<file path="config.mk">
export PLATFORM = sky130hd
export DESIGN_NAME = conv_stream_enc
export DESIGN_NICKNAME = d
export VERILOG_FILES = /design/src/rtl/conv_enc_pkg.sv /design/src/rtl/conv_enc_feedback.sv /design/src/rtl/conv_enc_parity.sv /design/src/rtl/conv_enc_core.sv /design/src/rtl/conv_enc_ostage.sv /design/src/rtl/conv_stream_enc.sv
export SDC_FILE = /design/constraint.sdc
export NUM_CORES = 1
export LEC_CHECK = 0
export BUFFER_PORTS_ARGS = -buffer_cell sky130_fd_sc_hd__buf_2
export CELL_PAD_IN_SITES_DETAIL_PLACEMENT = 1
export CELL_PAD_IN_SITES_GLOBAL_PLACEMENT = 2
export CORE_MARGIN = 8
export CORE_UTILIZATION = 28
export CTS_BUF_LIST = sky130_fd_sc_hd__clkbuf_4 sky130_fd_sc_hd__clkbuf_8 sky130_fd_sc_hd__clkbuf_16
export CTS_CLUSTER_DIAMETER = 100
export CTS_CLUSTER_SIZE = 16
export DETAILED_ROUTE_END_ITERATION = 10
export PLACE_DENSITY = 0.69
export RECOVER_POWER = 100
export SKIP_CTS_REPAIR_TIMING = 1
export SLEW_MARGIN = 20
export SYNTH_ARGS = -nofsm -noshare
export SYNTH_HDL_FRONTEND = slang
export SYNTH_SLANG_ARGS = --single-unit
</file>
<file path="constraint.sdc">
create_clock -name clk -period 1.3 [get_ports clk]
set_input_delay 0.13 -clock clk [delete_from_list [all_inputs] [get_ports clk]]
set_output_delay 0.13 -clock clk [all_outputs]
set_load 0.005 [all_outputs]
</file>
<file path="src/rtl/conv_enc_pkg.sv">
package conv_enc_pkg;

    // Occupancy of the single output register stage
    typedef enum logic [0:0] {
        ST_EMPTY  = 1'b0,
        ST_LOADED = 1'b1
    } ostate_e;

    // Smallest constraint length the register slicing supports
    localparam int unsigned MIN_CONSTRAINT = 3;

endpackage

</file>
<file path="src/rtl/conv_enc_feedback.sv">
// Picks the bit that enters the encoder register: feed-forward or recursive.
module conv_enc_feedback #(
    parameter int unsigned SW = 6,
    parameter int unsigned FB = 0
) (
    input  logic [SW-1:0] state,
    input  logic          u,
    output logic          a
);
    // FB bit i (i >= 1) selects state bit i-1; the constant term is dropped
    localparam logic [SW-1:0] FB_TAPS = SW'(FB >> 1);

    generate
        if (FB == 0) begin : g_forward
            assign a = u;
        end else begin : g_recursive
            assign a = u ^ (^(state & FB_TAPS));
        end
    endgenerate
endmodule

</file>
<file path="src/rtl/conv_enc_parity.sv">
// One XOR tree per polynomial over the K-bit window.
module conv_enc_parity #(
    parameter int unsigned                   K     = 7,
    parameter int unsigned                   N_PAR = 2,
    parameter logic [N_PAR-1:0][31:0]        POLYS = {32'd121, 32'd91}
) (
    input  logic [K-1:0]     win,
    output logic [N_PAR-1:0] par
);
    generate
        for (genvar j = 0; j < N_PAR; j++) begin : g_tap
            localparam logic [K-1:0] MASK = POLYS[j][K-1:0];
            assign par[j] = ^(win & MASK);
        end
    endgenerate
endmodule

</file>
<file path="src/rtl/conv_enc_core.sv">
// Encoder register with block restart; produces the parity word for the current bit.
module conv_enc_core #(
    parameter int unsigned            K     = 7,
    parameter int unsigned            N_PAR = 2,
    parameter int unsigned            FB    = 0,
    parameter logic [N_PAR-1:0][31:0] POLYS = {32'd121, 32'd91}
) (
    input  logic             clk,
    input  logic             rst_n,
    input  logic             take,
    input  logic             blk_end,
    input  logic             u,
    output logic [N_PAR-1:0] par
);
    localparam int unsigned SW = K - 1;

    logic [SW-1:0] st_q;
    logic          a;
    logic [K-1:0]  win;

    conv_enc_feedback #(.SW(SW), .FB(FB)) u_fb (
        .state (st_q),
        .u     (u),
        .a     (a)
    );

    // Window bit 0 is the newest register input, bit i is i beats older
    assign win = {st_q, a};

    conv_enc_parity #(.K(K), .N_PAR(N_PAR), .POLYS(POLYS)) u_par (
        .win (win),
        .par (par)
    );

    always_ff @(posedge clk) begin
        if (!rst_n) begin
            st_q <= '0;
        end else if (take) begin
            st_q <= blk_end ? '0 : win[SW-1:0];
        end
    end

    // a block end leaves the register cleared
    p_clear_after_end_r5: assert property (@(posedge clk) disable iff (!rst_n)
        (take && blk_end) |=> (st_q == '0));

    // no accepted beat, no register change
    p_idle_keeps_state_r10: assert property (@(posedge clk) disable iff (!rst_n)
        !take |=> $stable(st_q));
endmodule

</file>
<file path="src/rtl/conv_enc_ostage.sv">
// Output register stage and its two-state occupancy machine.
module conv_enc_ostage
    import conv_enc_pkg::*;
#(
    parameter int unsigned N_PAR = 2
) (
    input  logic             clk,
    input  logic             rst_n,
    input  logic             in_valid,
    input  logic             in_last,
    input  logic [N_PAR-1:0] par_in,
    input  logic             out_ready,
    output logic             in_ready,
    output logic             take_o,
    output logic             out_valid,
    output logic [N_PAR-1:0] out_par,
    output logic             out_last
);
    ostate_e          st_q;
    ostate_e          st_d;
    logic             drain;
    logic [N_PAR-1:0] par_q;
    logic             last_q;

    assign in_ready = (st_q == ST_EMPTY) || out_ready;
    assign take_o   = in_valid && in_ready;
    assign drain    = (st_q == ST_LOADED) && out_ready;

    // Transitions: take_first (EMPTY->LOADED), drain_idle (LOADED->EMPTY)
    always_comb begin
        st_d = st_q;
        unique case (st_q)
            ST_EMPTY:  if (take_o)            st_d = ST_LOADED;
            ST_LOADED: if (drain && !take_o)  st_d = ST_EMPTY;
        endcase
    end

    always_ff @(posedge clk) begin
        if (!rst_n) st_q <= ST_EMPTY;
        else        st_q <= st_d;
    end

    always_ff @(posedge clk) begin
        if (!rst_n) begin
            par_q  <= '0;
            last_q <= 1'b0;
        end else if (take_o) begin
            par_q  <= par_in;
            last_q <= in_last;
        end
    end

    assign out_valid = (st_q == ST_LOADED);
    assign out_par   = par_q;
    assign out_last  = last_q;

    // an accepted beat is presented right after its edge
    p_take_presents_r8: assert property (@(posedge clk) disable iff (!rst_n)
        take_o |=> out_valid);

    // a stalled beat is held unchanged
    p_hold_stable_r9: assert property (@(posedge clk) disable iff (!rst_n)
        (out_valid && !out_ready) |=> (out_valid && $stable(out_par) && $stable(out_last)));

    // a beat that leaves with no refill empties the stage
    p_drain_empties_r7: assert property (@(posedge clk) disable iff (!rst_n)
        (out_valid && out_ready && !in_valid) |=> !out_valid);
endmodule

</file>
<file path="src/rtl/conv_stream_enc.sv">
// Streaming convolutional encoder, feed-forward or recursive by parameter.
module conv_stream_enc #(
    parameter int unsigned            K     = 7,
    parameter int unsigned            N_PAR = 2,
    parameter int unsigned            FB    = 0,
    parameter logic [N_PAR-1:0][31:0] POLYS = {32'd121, 32'd91}
) (
    input  logic             clk,
    input  logic             rst_n,
    input  logic             in_valid,
    output logic             in_ready,
    input  logic             in_bit,
    input  logic             in_last,
    output logic             out_valid,
    input  logic             out_ready,
    output logic [N_PAR-1:0] out_par,
    output logic             out_last
);
    logic             take;
    logic [N_PAR-1:0] par_now;

    conv_enc_core #(.K(K), .N_PAR(N_PAR), .FB(FB), .POLYS(POLYS)) u_core (
        .clk     (clk),
        .rst_n   (rst_n),
        .take    (take),
        .blk_end (in_last),
        .u       (in_bit),
        .par     (par_now)
    );

    conv_enc_ostage #(.N_PAR(N_PAR)) u_ostage (
        .clk       (clk),
        .rst_n     (rst_n),
        .in_valid  (in_valid),
        .in_last   (in_last),
        .par_in    (par_now),
        .out_ready (out_ready),
        .in_ready  (in_ready),
        .take_o    (take),
        .out_valid (out_valid),
        .out_par   (out_par),
        .out_last  (out_last)
    );
endmodule

</file>
==> reports/qor_table.md <==
| Step | Item | Reported |
|---|---|---|
| grt | Total track usage | 0.0660 |
| route | Post-route ant nets | 0 |
| run status | Outcome | completed |
| cells and area | Ratio of cells with drive above 1 in the final layout | 0.197 |
| synth | Combined area of all synthesized cells | 454 sq um |
| clock tree | Count of clock tree sinks | 10 |
| min path | Path class of the lowest-slack min-delay path | in -> reg |
| flow run | Count of maximum capacitance violations | 0 |
| power | Leak Pwr | 0.191 nW |
| route | Vias per std cell | 4.88 |
| route | Average wire length per cell after detail routing | 13.4 um |
| setup path | CP arrival | 1.33 ns |
| grt | Total overflow reported by the global router | 0 |
| synth | Sequential cell area fraction in the yosys report | 0.441 |
| synth | Total of flip-flops plus latches after synthesis | 10 |
| route | 1st-pass router iterations | 2 |
| clock tree | CTS root buffer | sky130_fd_sc_hd__clkbuf_4 |
| placement | Number of buffer cells added on primary ports | 10 |
| floorplan | Die area | 3170 sq um |
| setup path | Crit Path Class | reg -> reg |
| floorplan | IO Count | 11 |
| clock tree | Deepest level of the CTS H-tree | 1 |
| timing | Pins Over Slew Limit | 0 |
| grt | Global routing met3 resource utilization | 0.0404 |
| grt | Wire length of the first global-routing pass | 1.71 mm |
| setup path | Max FO, Critical Path | 11 |
| floorplan | Die span in y | 56.3 um |
| setup path | Worst EP required | 1.49 ns |
| timing | Final setup vio count | 0 |
| floorplan | Number of rows created at floorplan | 14 |
| synth | Post-Synthesis Net Count | 55 |
| grt | Number of global-route vias before repair | 385 |
| timing | Total negative setup slack | 0 ns |
| route | Number of violations reported at the end of detailed-routing iteration 0 | 2 |
| timing | Timing-limited maximum frequency | 879 MHz |
| timing | Slew HR | 0.764 |
| grt | Most Crowded Layer GR | met2 |
| power | PD cells | 1230 nW/um^2 |
| power | VDD IR-drop max | 0.000432 V |
| cells and area | Layout overhead on the synthesized area | 18.7% |
| route | Overall routed net length | 1.03 mm |
| clock tree | Maximum buffer depth of the clock tree | 2 |
| timing | Final Hold Fails | 0 |
| synth | Yosys top cell area share | 0.441 |
| placement | Routability congestion estimate from global placement | 0.690 |
| synth | Dominant cell type by area after synthesis | sky130_fd_sc_hd__dfxtp_1 |
| synth | Post-Syn Instances | 49 |
| clock tree | TritonCTS clock tree | yes |
| cells and area | Net count reported at finish | 68 |
| timing | Setup clock skew after layout | 0.00780 ns |
| setup path | Crit end category | register |
| clock tree | Clock buffer count from CTS | 3 |
| floorplan | Width of the die | 56.3 um |
| timing | Final worst path period share | 0.875 |
| grt | Grt met1 use | 0.0685 |
| timing | Setup repair after global routing missed its margin | false |
| synth | Dominant cells by area after synthesis | sky130_fd_sc_hd__dfxtp_1 (44%), sky130_fd_sc_hd__a21boi_0 (13%), sky130_fd_sc_hd__nand3b_1 (9.9%) |
| synth | Number of warnings issued by yosys | 0 |
| synth | Syn_area_per_cell | 9.27 sq um |
| grt | Antenna violations before repair | 0 |
| grt | Largest net degree at the start of global routing | 15 |
| route | Total via count after detailed routing | 376 |
| cells and area | Final core utilization | 0.358 |
| timing | Post-layout min period | 1.14 ns |
| floorplan | Effective utilization at floorplan | 0.301 |
| clock tree | Clock input transition at the sequential cells of the worst setup and hold paths | 0.07 ns |
| setup path | Category of the worst setup path launch point | register |
| route | Detailed-route DRC error count | 0 |
| placement | Placed wire-length estimate after detailed placement | 774 um |
| grt | Global routing usage on met2 | 0.108 |
| clock tree | Clock latency at the later pin of the worst-skew pair | 0.27 ns |
| cells and area | Number of inserted diodes | 0 |
| timing | Slew @ Worst Pin | 0.354 ns |
| floorplan | Placeable core region | 1510 sq um |
| synth | Yosys cell types | 14 |
==> synth_stat cells, drive strengths merged <==
master	count
xnor2	2
a21boi	8
nand4b	2
nand2	9
inv	1
o211ai	2
nand2b	1
nand3b	6
and2	1
dfxtp	10
xor2	1
nand3	4
buf	2
==> flip-flops by register name (all words and copies together), names as in the netlist <==
name / flops
u_core.st_q: 6
u_ostage.out_last: 1
u_ostage.out_par: 2
u_ostage.out_valid: 1
==> worst paths after layout <==
path / start / to / slack (ns) / cells after the start
worst min register to register: u_ostage.out_last$_SDFFE_PN0P_ / u_ostage.out_last$_SDFFE_PN0P_ / 0.46 / 2
worst max-delay path: u_ostage.out_valid$_SDFF_PN0_ / u_core.st_q[2]$_SDFFE_PN0P_ / 0.16 / 4
worst min-delay path: in_valid / u_ostage.out_valid$_SDFF_PN0_ / 0.12 / 3
worst max register to register: u_ostage.out_valid$_SDFF_PN0_ / u_core.st_q[2]$_SDFFE_PN0P_ / 0.16 / 4
==> cell usage in the layout, fill, tap and decap left out <==
| master | netlist | routed |
|---|---|---|
| sky130_fd_sc_hd__nand3b_1 | 6 | 6 |
| sky130_fd_sc_hd__and2_1 | 1 | 1 |
| sky130_fd_sc_hd__clkbuf_4 | 0 | 3 |
| sky130_fd_sc_hd__a21boi_0 | 8 | 8 |
| sky130_fd_sc_hd__nand4b_1 | 2 | 2 |
| sky130_fd_sc_hd__clkbuf_8 | 0 | 1 |
| sky130_fd_sc_hd__dfxtp_1 | 10 | 10 |
| sky130_fd_sc_hd__nand3_1 | 4 | 4 |
| sky130_fd_sc_hd__inv_1 | 1 | 1 |
| sky130_fd_sc_hd__xor2_1 | 1 | 1 |
| sky130_fd_sc_hd__clkbuf_1 | 0 | 3 |
| sky130_fd_sc_hd__buf_2 | 1 | 7 |
| sky130_fd_sc_hd__nand2_1 | 9 | 9 |
| sky130_fd_sc_hd__xnor2_1 | 2 | 2 |
| sky130_fd_sc_hd__o211ai_1 | 2 | 2 |
| sky130_fd_sc_hd__nand2b_2 | 0 | 1 |
==> logic make-up (layout without fill, tap and decap cells) <==
family / after synthesis / count (layout) / synth area share
buf+inv: 3 / 15 / 0.0358
xor+xnor: 3 / 3 / 0.0579
simple gates: 23 / 23 / 0.300
flops: 10 / 10 / 0.441
compound gates: 10 / 10 / 0.165
==> where the power goes <==
group | internal (mW) | switching [mW]
Clock | 0.170 | 0.112
Sequential | 0.316 | 0.00529
Combinational | 0.0256 | 0.0349
Total | 0.512 | 0.152
==> metrics by stage <==
| stage | power (mW) | area [sq um] | hold WS [ns] | std cells | setup slack (ns) |
|---|---|---|---|---|---|
| after floorplan | 0.367 | 454 | 0.269 | 49 | 0.262 |
| after global placement | 0.394 | 512 | 0.401 | 73 | 0.156 |
| after detailed placement | 0.394 | 512 | 0.413 | 73 | 0.144 |
| after CTS | 0.680 | 548 | 0.120 | 77 | 0.124 |
| after global routing | 0.702 | 539 | 0.119 | 77 | 0.0161 |
| final | 0.663 | 539 | 0.122 | 77 | 0.163 |
==> final cells by class <==
type                    instances  area [sq um]
repair buffers                 10          46.3
fillers                       189           967
inverters                       1          3.75
well taps                      16          20.0
flip-flops and latches         10           200
multi-input cells              36           233
clock buffers                   4          36.3
==> routing by layer <==
metal	routed length [um]	share of wire
met5	0	0
met4	12	0.012
met3	55	0.053
met2	429	0.42
met1	533	0.52
==> critical path: stages, from the launching register on <==
cell and delay [ns]:
sky130_fd_sc_hd__dfxtp_1 0.32, sky130_fd_sc_hd__nand2b_2 0.09, sky130_fd_sc_hd__and2_1 0.34, sky130_fd_sc_hd__nand3b_1 0.11
sky130_fd_sc_hd__a21boi_0 0.19
(Power assumes the default switching activity.)
